[src/rtl/wbflush_pkg.sv]
package wbflush_pkg;

    typedef enum logic [2:0] {
        ST_IDLE,
        ST_FULL_LOOK,
        ST_FULL_WB,
        ST_AUTO_LOOK,
        ST_AUTO_WB
    } fls_state_e;

endpackage

[src/rtl/fls_period_timer.sv]
module fls_period_timer #(
    parameter int PERIOD = 1024
) (
    input  logic clk,
    input  logic rst_n,
    input  logic run,
    output logic tick
);
    localparam int CW = (PERIOD > 1) ? $clog2(PERIOD) : 1;
    localparam logic [CW-1:0] CLAST = CW'(PERIOD - 1);

    logic [CW-1:0] cnt_q;

    assign tick = run && (cnt_q == CLAST);

    always_ff @(posedge clk) begin
        if (!rst_n || !run || tick) begin
            cnt_q <= '0;
        end else begin
            cnt_q <= cnt_q + 1'b1;
        end
    end


    stopped_timer_chk: assert property (@(posedge clk) disable iff (!rst_n)
        !run |=> !tick);


    tick_restart_chk: assert property (@(posedge clk) disable iff (!rst_n)
        tick |=> (cnt_q == '0));

endmodule

[src/rtl/fls_slot_counter.sv]
module fls_slot_counter #(
    parameter int SLOTS = 256
) (
    input  logic                       clk,
    input  logic                       rst_n,
    input  logic                       clr,
    input  logic                       adv,
    output logic [$clog2(SLOTS)-1:0]   idx,
    output logic                       at_last
);
    localparam int IW = $clog2(SLOTS);
    localparam logic [IW-1:0] ILAST = IW'(SLOTS - 1);

    logic [IW-1:0] idx_q;

    assign idx     = idx_q;
    assign at_last = (idx_q == ILAST);

    always_ff @(posedge clk) begin
        if (!rst_n || clr) begin
            idx_q <= '0;
        end else if (adv) begin
            idx_q <= at_last ? '0 : idx_q + 1'b1;
        end
    end


    slot_wrap_chk: assert property (@(posedge clk) disable iff (!rst_n)
        (adv && !clr && idx_q == ILAST) |=> (idx_q == '0));


    slot_hold_chk: assert property (@(posedge clk) disable iff (!rst_n)
        (!adv && !clr) |=> $stable(idx_q));

endmodule

[src/rtl/wbflush_seq.sv]
module wbflush_seq
    import wbflush_pkg::*;
#(
    parameter int SETS        = 128,
    parameter int WAYS        = 2,
    parameter int AUTO_PERIOD = 1024,
    localparam int SET_W      = $clog2(SETS),
    localparam int WAY_W      = (WAYS > 1) ? $clog2(WAYS) : 1
) (
    input  logic             clk,
    input  logic             rst_n,
    input  logic             mode_color,
    input  logic             mode_vsync,
    input  logic             mode_auto,
    input  logic             sw_flush,
    input  logic             vsync_pulse,
    output logic [SET_W-1:0] slot_set,
    output logic [WAY_W-1:0] slot_way,
    input  logic             line_dirty,
    output logic             dirty_clr,
    output logic             wb_req,
    input  logic             wb_ack,
    output logic             busy
);
    localparam int SLOTS  = SETS * WAYS;
    localparam int SLOT_W = $clog2(SLOTS);

    fls_state_e state_q, state_d;

    logic              full_trig;
    logic              auto_tick;
    logic              auto_pend_q;
    logic              start_full;
    logic              start_auto;
    logic              walk_clr, walk_adv, walk_last;
    logic              rr_adv, rr_last;
    logic [SLOT_W-1:0] walk_idx, rr_idx, cur_idx;

    // ---------------------------------------------------------------
    // Trigger qualification
    // ---------------------------------------------------------------
    assign full_trig  = mode_color && (sw_flush || (mode_vsync && vsync_pulse));
    assign start_full = (state_q == ST_IDLE) && full_trig;
    assign start_auto = (state_q == ST_IDLE) && !full_trig && auto_pend_q;

    fls_period_timer #(.PERIOD(AUTO_PERIOD)) u_timer (
        .clk   (clk),
        .rst_n (rst_n),
        .run   (mode_color && mode_auto),
        .tick  (auto_tick)
    );

    always_ff @(posedge clk) begin
        if (!rst_n) begin
            auto_pend_q <= 1'b0;
        end else if (auto_tick) begin
            auto_pend_q <= 1'b1;
        end else if (start_full || start_auto) begin
            auto_pend_q <= 1'b0;
        end
    end

    // ---------------------------------------------------------------
    // Slot pointers: full-flush walker and auto round-robin
    // ---------------------------------------------------------------
    assign walk_clr = start_full;
    assign walk_adv = ((state_q == ST_FULL_LOOK) && !line_dirty) ||
                      ((state_q == ST_FULL_WB) && wb_ack);
    assign rr_adv   = ((state_q == ST_AUTO_LOOK) && !line_dirty) ||
                      ((state_q == ST_AUTO_WB) && wb_ack);

    fls_slot_counter #(.SLOTS(SLOTS)) u_walk (
        .clk     (clk),
        .rst_n   (rst_n),
        .clr     (walk_clr),
        .adv     (walk_adv),
        .idx     (walk_idx),
        .at_last (walk_last)
    );

    fls_slot_counter #(.SLOTS(SLOTS)) u_rr (
        .clk     (clk),
        .rst_n   (rst_n),
        .clr     (1'b0),
        .adv     (rr_adv),
        .idx     (rr_idx),
        .at_last (rr_last)
    );

    // ---------------------------------------------------------------
    // State register
    // ---------------------------------------------------------------
    always_ff @(posedge clk) begin
        if (!rst_n) begin
            state_q <= ST_IDLE;
        end else begin
            state_q <= state_d;
        end
    end

    // ---------------------------------------------------------------
    // Next state
    // ---------------------------------------------------------------
    always_comb begin
        state_d = state_q;
        unique case (state_q)
            ST_IDLE: begin
                if (start_full) begin
                    state_d = ST_FULL_LOOK;
                end else if (start_auto) begin
                    state_d = ST_AUTO_LOOK;
                end
            end
            ST_FULL_LOOK: begin
                if (line_dirty) begin
                    state_d = ST_FULL_WB;
                end else if (walk_last) begin
                    state_d = ST_IDLE;
                end
            end
            ST_FULL_WB: begin
                if (wb_ack) begin
                    state_d = walk_last ? ST_IDLE : ST_FULL_LOOK;
                end
            end
            ST_AUTO_LOOK: begin
                state_d = line_dirty ? ST_AUTO_WB : ST_IDLE;
            end
            ST_AUTO_WB: begin
                if (wb_ack) begin
                    state_d = ST_IDLE;
                end
            end
            default: state_d = ST_IDLE;
        endcase
    end

    // ---------------------------------------------------------------
    // Outputs
    // ---------------------------------------------------------------
    always_comb begin
        busy      = 1'b0;
        wb_req    = 1'b0;
        dirty_clr = 1'b0;
        cur_idx   = walk_idx;
        unique case (state_q)
            ST_IDLE: begin
                cur_idx = walk_idx;
            end
            ST_FULL_LOOK: begin
                busy = 1'b1;
            end
            ST_FULL_WB: begin
                busy      = 1'b1;
                wb_req    = 1'b1;
                dirty_clr = wb_ack;
            end
            ST_AUTO_LOOK: begin
                cur_idx = rr_idx;
            end
            ST_AUTO_WB: begin
                cur_idx   = rr_idx;
                wb_req    = 1'b1;
                dirty_clr = wb_ack;
            end
            default: begin
                busy = 1'b0;
            end
        endcase
    end

    generate
        if (WAYS > 1) begin : g_multi_way
            assign slot_way = cur_idx[WAY_W-1:0];
            assign slot_set = cur_idx[SLOT_W-1:WAY_W];
        end else begin : g_single_way
            assign slot_way = 1'b0;
            assign slot_set = cur_idx[SET_W-1:0];
        end
    endgenerate

    // ---------------------------------------------------------------
    // Assertions
    // ---------------------------------------------------------------

    reset_quiet_chk: assert property (@(posedge clk)
        !rst_n |=> (!busy && !wb_req && !dirty_clr));


    sw_start_chk: assert property (@(posedge clk) disable iff (!rst_n)
        (state_q == ST_IDLE && mode_color && sw_flush) |=> busy);


    color_off_chk: assert property (@(posedge clk) disable iff (!rst_n)
        (state_q == ST_IDLE && !mode_color && !auto_pend_q) |=> (!busy && !wb_req));


    wb_hold_chk: assert property (@(posedge clk) disable iff (!rst_n)
        (wb_req && !wb_ack) |=> (wb_req && $stable(slot_set) && $stable(slot_way)));


    clr_with_ack_chk: assert property (@(posedge clk) disable iff (!rst_n)
        dirty_clr |-> (wb_req && wb_ack));


    busy_end_chk: assert property (@(posedge clk) disable iff (!rst_n)
        (busy && !wb_req && !line_dirty && walk_last) |=> !busy);


    merge_chk: assert property (@(posedge clk) disable iff (!rst_n)
        (busy && walk_idx != '0) |=> (walk_idx != '0 || !busy));

endmodule

[config.mk]
export PLATFORM = sky130hd
export DESIGN_NAME = wbflush_seq
export DESIGN_NICKNAME = d
export VERILOG_FILES = /design/src/rtl/wbflush_pkg.sv /design/src/rtl/fls_period_timer.sv /design/src/rtl/fls_slot_counter.sv /design/src/rtl/wbflush_seq.sv
export SDC_FILE = /design/constraint.sdc
export NUM_CORES = 1
export LEC_CHECK = 0
export CAP_MARGIN = 20
export CELL_PAD_IN_SITES_DETAIL_PLACEMENT = 0
export CELL_PAD_IN_SITES_GLOBAL_PLACEMENT = 2
export CORE_MARGIN = 2
export CORE_UTILIZATION = 38
export CTS_CLUSTER_DIAMETER = 80
export DETAILED_ROUTE_END_ITERATION = 8
export DONT_BUFFER_PORTS = 1
export GPL_ROUTABILITY_DRIVEN = 0
export PLACE_DENSITY = 0.89
export REMOVE_ABC_BUFFERS = 1
export SYNTH_ARGS = -nofsm -noshare
export SYNTH_HDL_FRONTEND = slang
export SYNTH_SLANG_ARGS = --single-unit
[constraint.sdc]
create_clock -name clk -period 1.6 [get_ports clk]
set_input_delay 0.16 -clock clk [delete_from_list [all_inputs] [get_ports clk]]
set_output_delay 0.16 -clock clk [all_outputs]
set_load 0.03 [all_outputs]
Word level (Yosys, flattened, before mapping)
Index checks and enable logic that the tools add are counted.
{ "totals": {"elab_cells": 64, "inputBits": 9, "regBits": 30, "output_inout_bits": 11} }
{ "classes": {"eq_ne": 11, "n_mux": 17, "n_reduce_logical": 28, "add_sub_neg": 3} }
{ "ops": {"columns": ["cell", "n"], "rows": [
  ["$mux 8", 3],
  ["$mux 3", 7],
  ["$add 8x1->8 const B", 2],
  ["$eq 8x8->1 const B", 2],
  ["$pmux 3 s5", 1],
  ["$logic_and 1x1->1", 11],
  ["$add 10x1->10 const B", 1],
  ["$eq 10x10->1 const B", 1],
  ["$logic_or 1x1->1", 7],
  ["$eq 3x2->1 const B", 2],
  ["$mux 1", 6],
  ["$reduce_or 2->1", 3],
  ["$logic_not 1->1", 4],
  ["$ne 2x2->1 const B", 2],
  ["$reduce_and 4->1", 1],
  ["$eq 3x1->1 const B", 1],
  ["$eq 3x3->1 const B", 1],
  ["$logic_not 3->1", 1],
  ["$ne 3x2->1 const B", 1],
  ["$ne 3x3->1 const B", 1],
  ["$reduce_bool 2->1", 1]
]} }

Logic depth before layout (Yosys ltp)
Gate-level depths: netlist (run 1).
{ "depth": {"word_depth": 9, "depth_mapped": 6, "mapped_depth_nobuf": 5} }

Cells and area by module
Synthesis (run 1) repeated with hierarchy kept, for this count alone.
{ "unflattened": {"hier_cells": 186, "area_unflattened_um2": 1649.1} }
{ "modules_own_cells": {"columns": ["mod", "n_inst", "seq_area_each_um2", "area_per_inst_um2", "cells_each"], "rows": [
  ["fls_slot_counter", 2, 160.2, 385.4, 43],
  ["fls_period_timer", 1, 200.2, 450.4, 49],
  ["wbflush_seq", 1, 80.1, 427.9, 51]
]} }

Worst setup path after synthesis (run 1)
OpenSTA, ideal clock, no wires.
{ "synth_path": {"path_kind": "flip-flop to output port", "from": "reg state_q[2]", "to": "out dirty_clr", "arrival_time_ps": 1589, "n_path_buf": 2, "t_required_ps": 1440, "setup_slack_ps": -149, "stages_incl_launch_ff": 6, "cell_sequence": "dfxtp_1 buf_2 buf_2 xnor2_1 nor2_1 and2_1"} }
{ "synth_between": {"elab_chain_len": 3, "word_cells_on_any_way": 4, "classes_between": "eq/ne: 2; mux: 1; reduce/logical: 1"} }
{ "synth_lines": {"columns": ["element", "line", "rtl"], "rows": [
  ["start, declared", "wbflush_seq.sv:28", "fls_state_e state_q, state_d;"],
  ["start signal, assigned", "wbflush_seq.sv:97", "state_q <= state_d;"],
  ["$eq 3x2->1 / $eq 3x3->1 (equally long branches)", "wbflush_seq.sv:146", "unique case (state_q)"],
  ["$reduce_or 2->1 (no source line) *", null, null],
  ["$mux 1 *", "wbflush_seq.sv:146", null],
  ["end, declared", "wbflush_seq.sv:20", "output logic dirty_clr,"]
]} }
Mark *: on every way between the ends. The rest lies on a longest branch, timed or not.

Final worst setup path (run 1)
{ "layout_path": {"from": "reg state_q[0]", "to": "out slot_set[1]"} }
{ "layout_between": {"elab_chain_len": 3, "word_cells_on_any_way": 4, "classes_between": "eq/ne: 2; mux: 1; reduce/logical: 1"} }
{ "layout_lines": {"columns": ["element", "line", "rtl"], "rows": [
  ["$eq 3x2->1 / $eq 3x3->1 (equally long branches)", "wbflush_seq.sv:146", null],
  ["$reduce_or 2->1 (no source line) *", null, null],
  ["$mux 8 *", "wbflush_seq.sv:146", null],
  ["end, declared", "wbflush_seq.sv:17", "output logic [SET_W-1:0] slot_set,"]
]} }
Marked as above.

==> results.json, run 1 <==
{
  "status": "finished, violations left",
  "violations": "setup timing",
  "start_util_pct": 39.93,
  "numPortBuffers": 0,
  "stdcell_area_mm2": 0.002079,
  "wirelength_um": 3779,
  "gr-total-overflow": 0,
  "cts_num_sinks": 30,
  "crit_path_end": "slot_set[1]",
  "peakVddDrop_mv": 0.4392,
  "crit_start": "state_q[0]",
  "diodes": 0,
  "io_pins": 20,
  "synth_commonest_cells": "dfxtp_1, nor2_1, xnor2_1, nand2_1, nand3_1",
  "setup_violations": 8,
  "final_nets": 223,
  "drtIter0Drc": 69,
  "arrival_ns": 1.48,
  "yosysTopAreaCell": "dfxtp_1",
  "post-route-period-util_pct": 102.5,
  "drive_gt1_share_pct": 27.36,
  "cts_buffers": 5,
  "num_rows": 23,
  "grt_start_max_net_pins": 11,
  "period_needed_ns": 1.641,
  "synth_area_leaders": "dfxtp_1, xnor2_1, nor2_1",
  "r2r_slack_ns": 0.05,
  "synthToLayoutAreaGrowth_pct": 28.34,
  "ys_dominant_reg_cell": "dfxtp_1",
  "relSlewSlack_pct": 61.20,
  "dpl.cell_count": 249,
  "netlist_area_mm2": 0.001620,
  "syn_inst": 182,
  "wl_per_cell_um": 14.42,
  "clock_latency_ns": 0.29,
  "startpoint_type": "flip-flop",
  "leakagePower_nw": 0.7338,
  "r2r_end": "u_walk.idx[4]",
  "grt_pass1_wl_um": 6417,
  "seq_area_frac_synth_pct": 37.07,
  "clkTransAtPathRegs_ns": 0.07,
  "route.detailed.drc": 0,
  "synth_warnings": 0,
  "max_freq_ghz": 0.6095,
  "reg2reg_from": "state_q[0]",
  "rsz0062_at_grt": "true",
  "hpwl_um": 2741,
  "ys_types": 41,
  "synth_edf_count": 0,
  "antenna_found_initial": 0,
  "worstMarginPinSlew_ns": 0.5673,
  "yosysMostFrequentCell": "dfxtp_1",
  "grt_pass1_vias": 1342,
  "pwr_density_cell_mw_per_mm2": 904.2,
  "ys_ff_latch": 30,
  "fp.dieW_um": 69.30,
  "path_max_fanout": 8,
  "instances_no_fill": 262,
  "die-height_um": 69.30,
  "final_max_slew_viol_count": 0,
  "worst_ep_required_time_ns": 1.44,
  "routed_via_density": 5.500,
  "ant_nets": 0,
  "dpl_cell_area_mm2": 0.001837,
  "clk_root_buffer_cell": "clkbuf_8",
  "cap_violations": 0,
  "timing.hold.ws_ns": 0.02068,
  "synthArstFlopShare_pct": 0,
  "gr-usage-all-layers_pct": 16.56,
  "fin_util_pct": 51.25,
  "min_path_type": "in -> reg",
  "syn_avg_cell_area_um2": 8.903,
  "total_power_mw": 1.880,
  "die_area_mm2": 0.004802,
  "num_vias": 1441,
  "netlist.area_leader.share_pct": 37.07,
  "layout_setup_ws_ns": -0.04060,
  "core_mm2": 0.004058,
  "worst_setup_path_end_kind": "primary output",
  "firstDrtPassIters": 4,
  "clockBufferDepth": 2,
  "ctsHtreeMaxLevel": 2,
  "crit_type": "reg -> out",
  "hold_viol": 0,
  "finClkSkew_ns": 0.003815,
  "r2r_cells": 5,
  "cts_tree": "yes"
}
-- final cells by class --
type / instances / area, um^2
flip-flops and latches: 30 / 609.3
multi-input cells: 141 / 1044
fillers: 377 / 1978
inverters: 5 / 18.77
repair buffers: 28 / 236.5
well taps: 50 / 62.56
clock buffers: 5 / 68.82
clock inverters: 3 / 40.04
-- metrics by stage --
| step | worst slack, ns | setup TNS [ns] |
|---|---|---|
| finish | -0.04060 | -0.3019 |
| global placement | 0.01612 | 0 |
| detailed placement | -0.03477 | -0.07204 |
| global route | -0.09345 | -0.9855 |
| CTS | -0.06980 | -0.6323 |
| floorplan | -0.1573 | -0.2737 |
-- state kept, by name, summed over array words and instances (netlist names) --
name,flops
auto_pend_q,1
state_q,3
u_rr.idx,8
u_timer.cnt_q,10
u_walk.idx,8
-- layer usage --
metal  wire (um)  part of all wire [%]  global-route usage, %  up-vias
li1            -                     -                      -      711
met1        1710                    45                  20.82      693
met2        1796                    48                  26.82       31
met3         216                   5.7                  4.942        6
met4          55                   1.5                  5.882        0
met5           0                     0                      0        -
-- placed cells by master (no fill, tap or decap), drive strengths merged, types with 2 or more instances in the layout --
master	count
a2111oi	4
a211oi	4
a21boi	3
a21o	3
a21oi	2
and2	4
and4	2
and4bb	2
buf	27
clkbuf	5
clkinv	2
dfxtp	30
ha	3
inv	5
mux2	8
nand2	10
nand3	10
nand4	5
nor2	26
nor2b	2
nor3	4
nor4	2
o2111ai	2
o21ai	9
or3	4
xnor2	15
xor2	7
-- kinds of logic after synthesis --
group	synth area share (%)
DFF	37.07
muxes	6.178
buffers and inverters	3.089
and+or+nand+nor	24.32
adders and majority gates	2.317
AOI/OAI and AO/OA	15.13
xor gates and xnor gates	11.89
-- what timing repair did --
action	CTS	global route
gates resized for setup	15	13
hold buffers	1	0
setup buffers	2	2
endpoints found under the hold margin	3	0
pin swaps	2	5
setup endpoints to repair	17	24
-- worst max-delay path: stages, from the launching register on --
cell and delay, ns:
dfxtp_2 0.34, buf_6 0.12, nor2_4 0.08, nand2_2 0.06
o21ai_2 0.08, buf_12 0.16, mux2_4 0.36
-- worst min-delay path by stage --
stage / from / to / slack, ns / cells after the start
floorplan: rst_n / state_q[2] / 0.28 / 1
global placement: rst_n / u_rr.idx[2] / 0.29 / 1
detailed placement: rst_n / u_rr.idx[6] / 0.29 / 1
CTS: rst_n / u_rr.idx[1] / 0.01 / 1
global route: rst_n / u_rr.idx[1] / 0.005 / 1
finish: rst_n / u_rr.idx[1] / 0.02 / 1
-- report_power, final --
part	switching (mW)	total, mW	leakage, nW	internal, mW
logic	0.174	0.324	0.432	0.150
registers	0.0217	0.785	0.244	0.764
clock network	0.313	0.771	0.0579	0.458
total	0.509	1.88	0.734	1.37
Note: power is estimated with default switching activity, not from simulation.
==> run 2: changes to the inputs <==
--- a/config.mk
+++ b/config.mk
@@ -5,6 +5,7 @@
 export SDC_FILE = /design/constraint.sdc
 export NUM_CORES = 1
 export LEC_CHECK = 0
+export ABC_CLOCK_PERIOD_IN_PS = 1600
 export CAP_MARGIN = 20
 export CELL_PAD_IN_SITES_DETAIL_PLACEMENT = 0
 export CELL_PAD_IN_SITES_GLOBAL_PLACEMENT = 2
@@ -15,7 +16,7 @@
 export DONT_BUFFER_PORTS = 1
 export GPL_ROUTABILITY_DRIVEN = 0
 export PLACE_DENSITY = 0.89
-export REMOVE_ABC_BUFFERS = 1
+export SETUP_SLACK_MARGIN = 0.05
 export SYNTH_ARGS = -nofsm -noshare
 export SYNTH_HDL_FRONTEND = slang
 export SYNTH_SLANG_ARGS = --single-unit
==> results.json, run 2 (synthesized netlist as in run 1, its figures left out) <==
{
  "hold_viol": 0,
  "critical_path_depth": 6,
  "multiInputGateArea_mm2": 0.001061,
  "rsz0062_at_grt": "true",
  "pwr_density_cell_mw_per_mm2": 813.9,
  "violations": "setup timing",
  "status": "finished, violations left",
  "ant_nets": 0,
  "numPortBuffers": 0,
  "cts_buffers": 5,
  "wl_per_cell_um": 13.70,
  "total_power_mw": 1.675,
  "leakagePower_nw": 0.7414,
  "clkTransAtPathRegs_ns": 0.06,
  "min_path_type": "in -> reg",
  "diodes": 0,
  "die-height_um": 69.30,
  "core_mm2": 0.004058,
  "crit_path_end": "slot_set[6]",
  "relSlewSlack_pct": 57.99,
  "critPathBufInv": 2,
  "num_rows": 23,
  "hpwl_um": 2644,
  "start_util_pct": 39.93,
  "cp_slowest_cell": "dfxtp_4",
  "power.switching_uw": 455.1,
  "setup_violations": 8,
  "syn_nets": 194,
  "path_max_fanout": 8,
  "max_freq_ghz": 0.6003,
  "path_cells": "buf_6 -> nor2_4 -> nand2_2 -> o21ai_2 -> buf_12 -> mux2_4",
  "gr-total-overflow": 0,
  "critical-path-top-delay-family": "flip-flops",
  "gr-usage-all-layers_pct": 15.68,
  "final_common_cell": "dfxtp_1",
  "switching_share_pct": 27.17,
  "finClkSkew_ns": 0.007311,
  "clkPwrFrac_pct": 33.0,
  "wirelength_um": 3575,
  "post-route-period-util_pct": 104.1,
  "drtIter0Drc": 60,
  "crit_start": "state_q[1]",
  "startpoint_type": "flip-flop",
  "cts_tree": "yes",
  "io_pins": 20,
  "final_nets": 223,
  "crit_type": "reg -> out",
  "layout_setup_ws_ns": -0.06584,
  "slowest_delay_ns": 0.36,
  "r2r_cells": 6,
  "firstDrtPassIters": 4,
  "grt_pass1_vias": 1412,
  "grt_start_max_net_pins": 13,
  "die_area_mm2": 0.004802,
  "r2r_slack_ns": 0.02,
  "dpl_cell_area_mm2": 0.001841,
  "timing.hold.ws_ns": 0.01184,
  "clockBufferDepth": 2,
  "stdcell_area_mm2": 0.002058,
  "route.detailed.drc": 0,
  "holdPathStages": 1,
  "dpl.cell_count": 249,
  "worstMarginPinSlew_ns": 0.6143,
  "ctsHtreeMaxLevel": 2,
  "r2r_end": "u_walk.idx[2]",
  "largest-register": "u_timer.cnt_q",
  "n_fill_cell": 363,
  "worst_setup_path_end_kind": "primary output",
  "clock_latency_ns": 0.27,
  "routed_via_density": 5.291,
  "period_needed_ns": 1.666,
  "antenna_found_initial": 0,
  "cap_violations": 0,
  "seqPwrFrac_pct": 46.4,
  "seqCellArea_um2": 609.3,
  "final_max_slew_viol_count": 0,
  "p_int_mw": 1.220,
  "grt_pass1_wl_um": 6127,
  "peakVddDrop_mv": 0.6175,
  "drive_gt1_share_pct": 28.44,
  "cts_num_sinks": 30,
  "fp.dieW_um": 69.30,
  "arrival_ns": 1.51,
  "synthToLayoutAreaGrowth_pct": 27.03,
  "num_vias": 1381,
  "worstHoldStart": "rst_n",
  "instances_no_fill": 261,
  "pwr-share-comb_pct": 20.6,
  "reg2reg_from": "state_q[0]",
  "worst_ep_required_time_ns": 1.44,
  "largest_register_ffs": 10,
  "final_cell_mix": "dfxtp_1, buf_4, nor2_1, xnor2_1, nand3_1",
  "clk_root_buffer_cell": "clkbuf_8"
}
[run 2: layer usage]
| metal | track usage (%) | vias up | share of wire (%) |
|---|---|---|---|
| met5 | 0 | - | 0 |
| met4 | 4.575 | 0 | 1.5 |
| met3 | 4.651 | 7 | 4.0 |
| met2 | 26.39 | 29 | 46 |
| met1 | 19.34 | 638 | 48 |
| li1 | - | 707 | - |
[run 2: per-stage QoR]
| step | setup slack [ns] | TNS [ns] | util (%) |
|---|---|---|---|
| after floorplan | 0.07439 | 0 | - |
| after global placement | 0.02758 | 0 | 45.36 |
| after detailed placement | 0.02492 | 0 | 45.36 |
| after CTS | -0.06145 | -0.4773 | 50.05 |
| after global routing | -0.1142 | -1.338 | 50.72 |
| final | -0.06584 | -0.5121 | 50.72 |
[run 2: repair_timing]
action,CTS,global route
gates resized for setup,20,10
hold buffers,0,0
buffers inserted,5,0
setup endpoints to repair,17,26
pin swaps,3,2
[run 2: worst min-delay path by stage]
stage / to / slack, ns
finish: u_rr.idx[2] / 0.01
detailed placement: u_rr.idx[2] / 0.29
global placement: u_rr.idx[2] / 0.28
global route: u_rr.idx[2] / 0.0004
floorplan: auto_pend_q / 0.32
CTS: u_rr.idx[2] / 0.002
[run 2: power groups by stage]
stage	logic (mW)	clock network, mW	registers [mW]
2_1_floorplan	0.206	0	0.790
3_3_place_gp	0.268	0	0.790
3_5_place_dp	0.272	0	0.791
4_1_cts	0.327	0.566	0.777
5_1_grt	0.372	0.595	0.781
6_report	0.345	0.553	0.778
[run 2: final cells by class]
type,instances,area share [%]
multi-input combinational,141,51.55
timing repair buffer,28,11.19
tap,50,3.040
clock buffer,7,3.708
sequential,30,29.60
inverter,5,0.9119
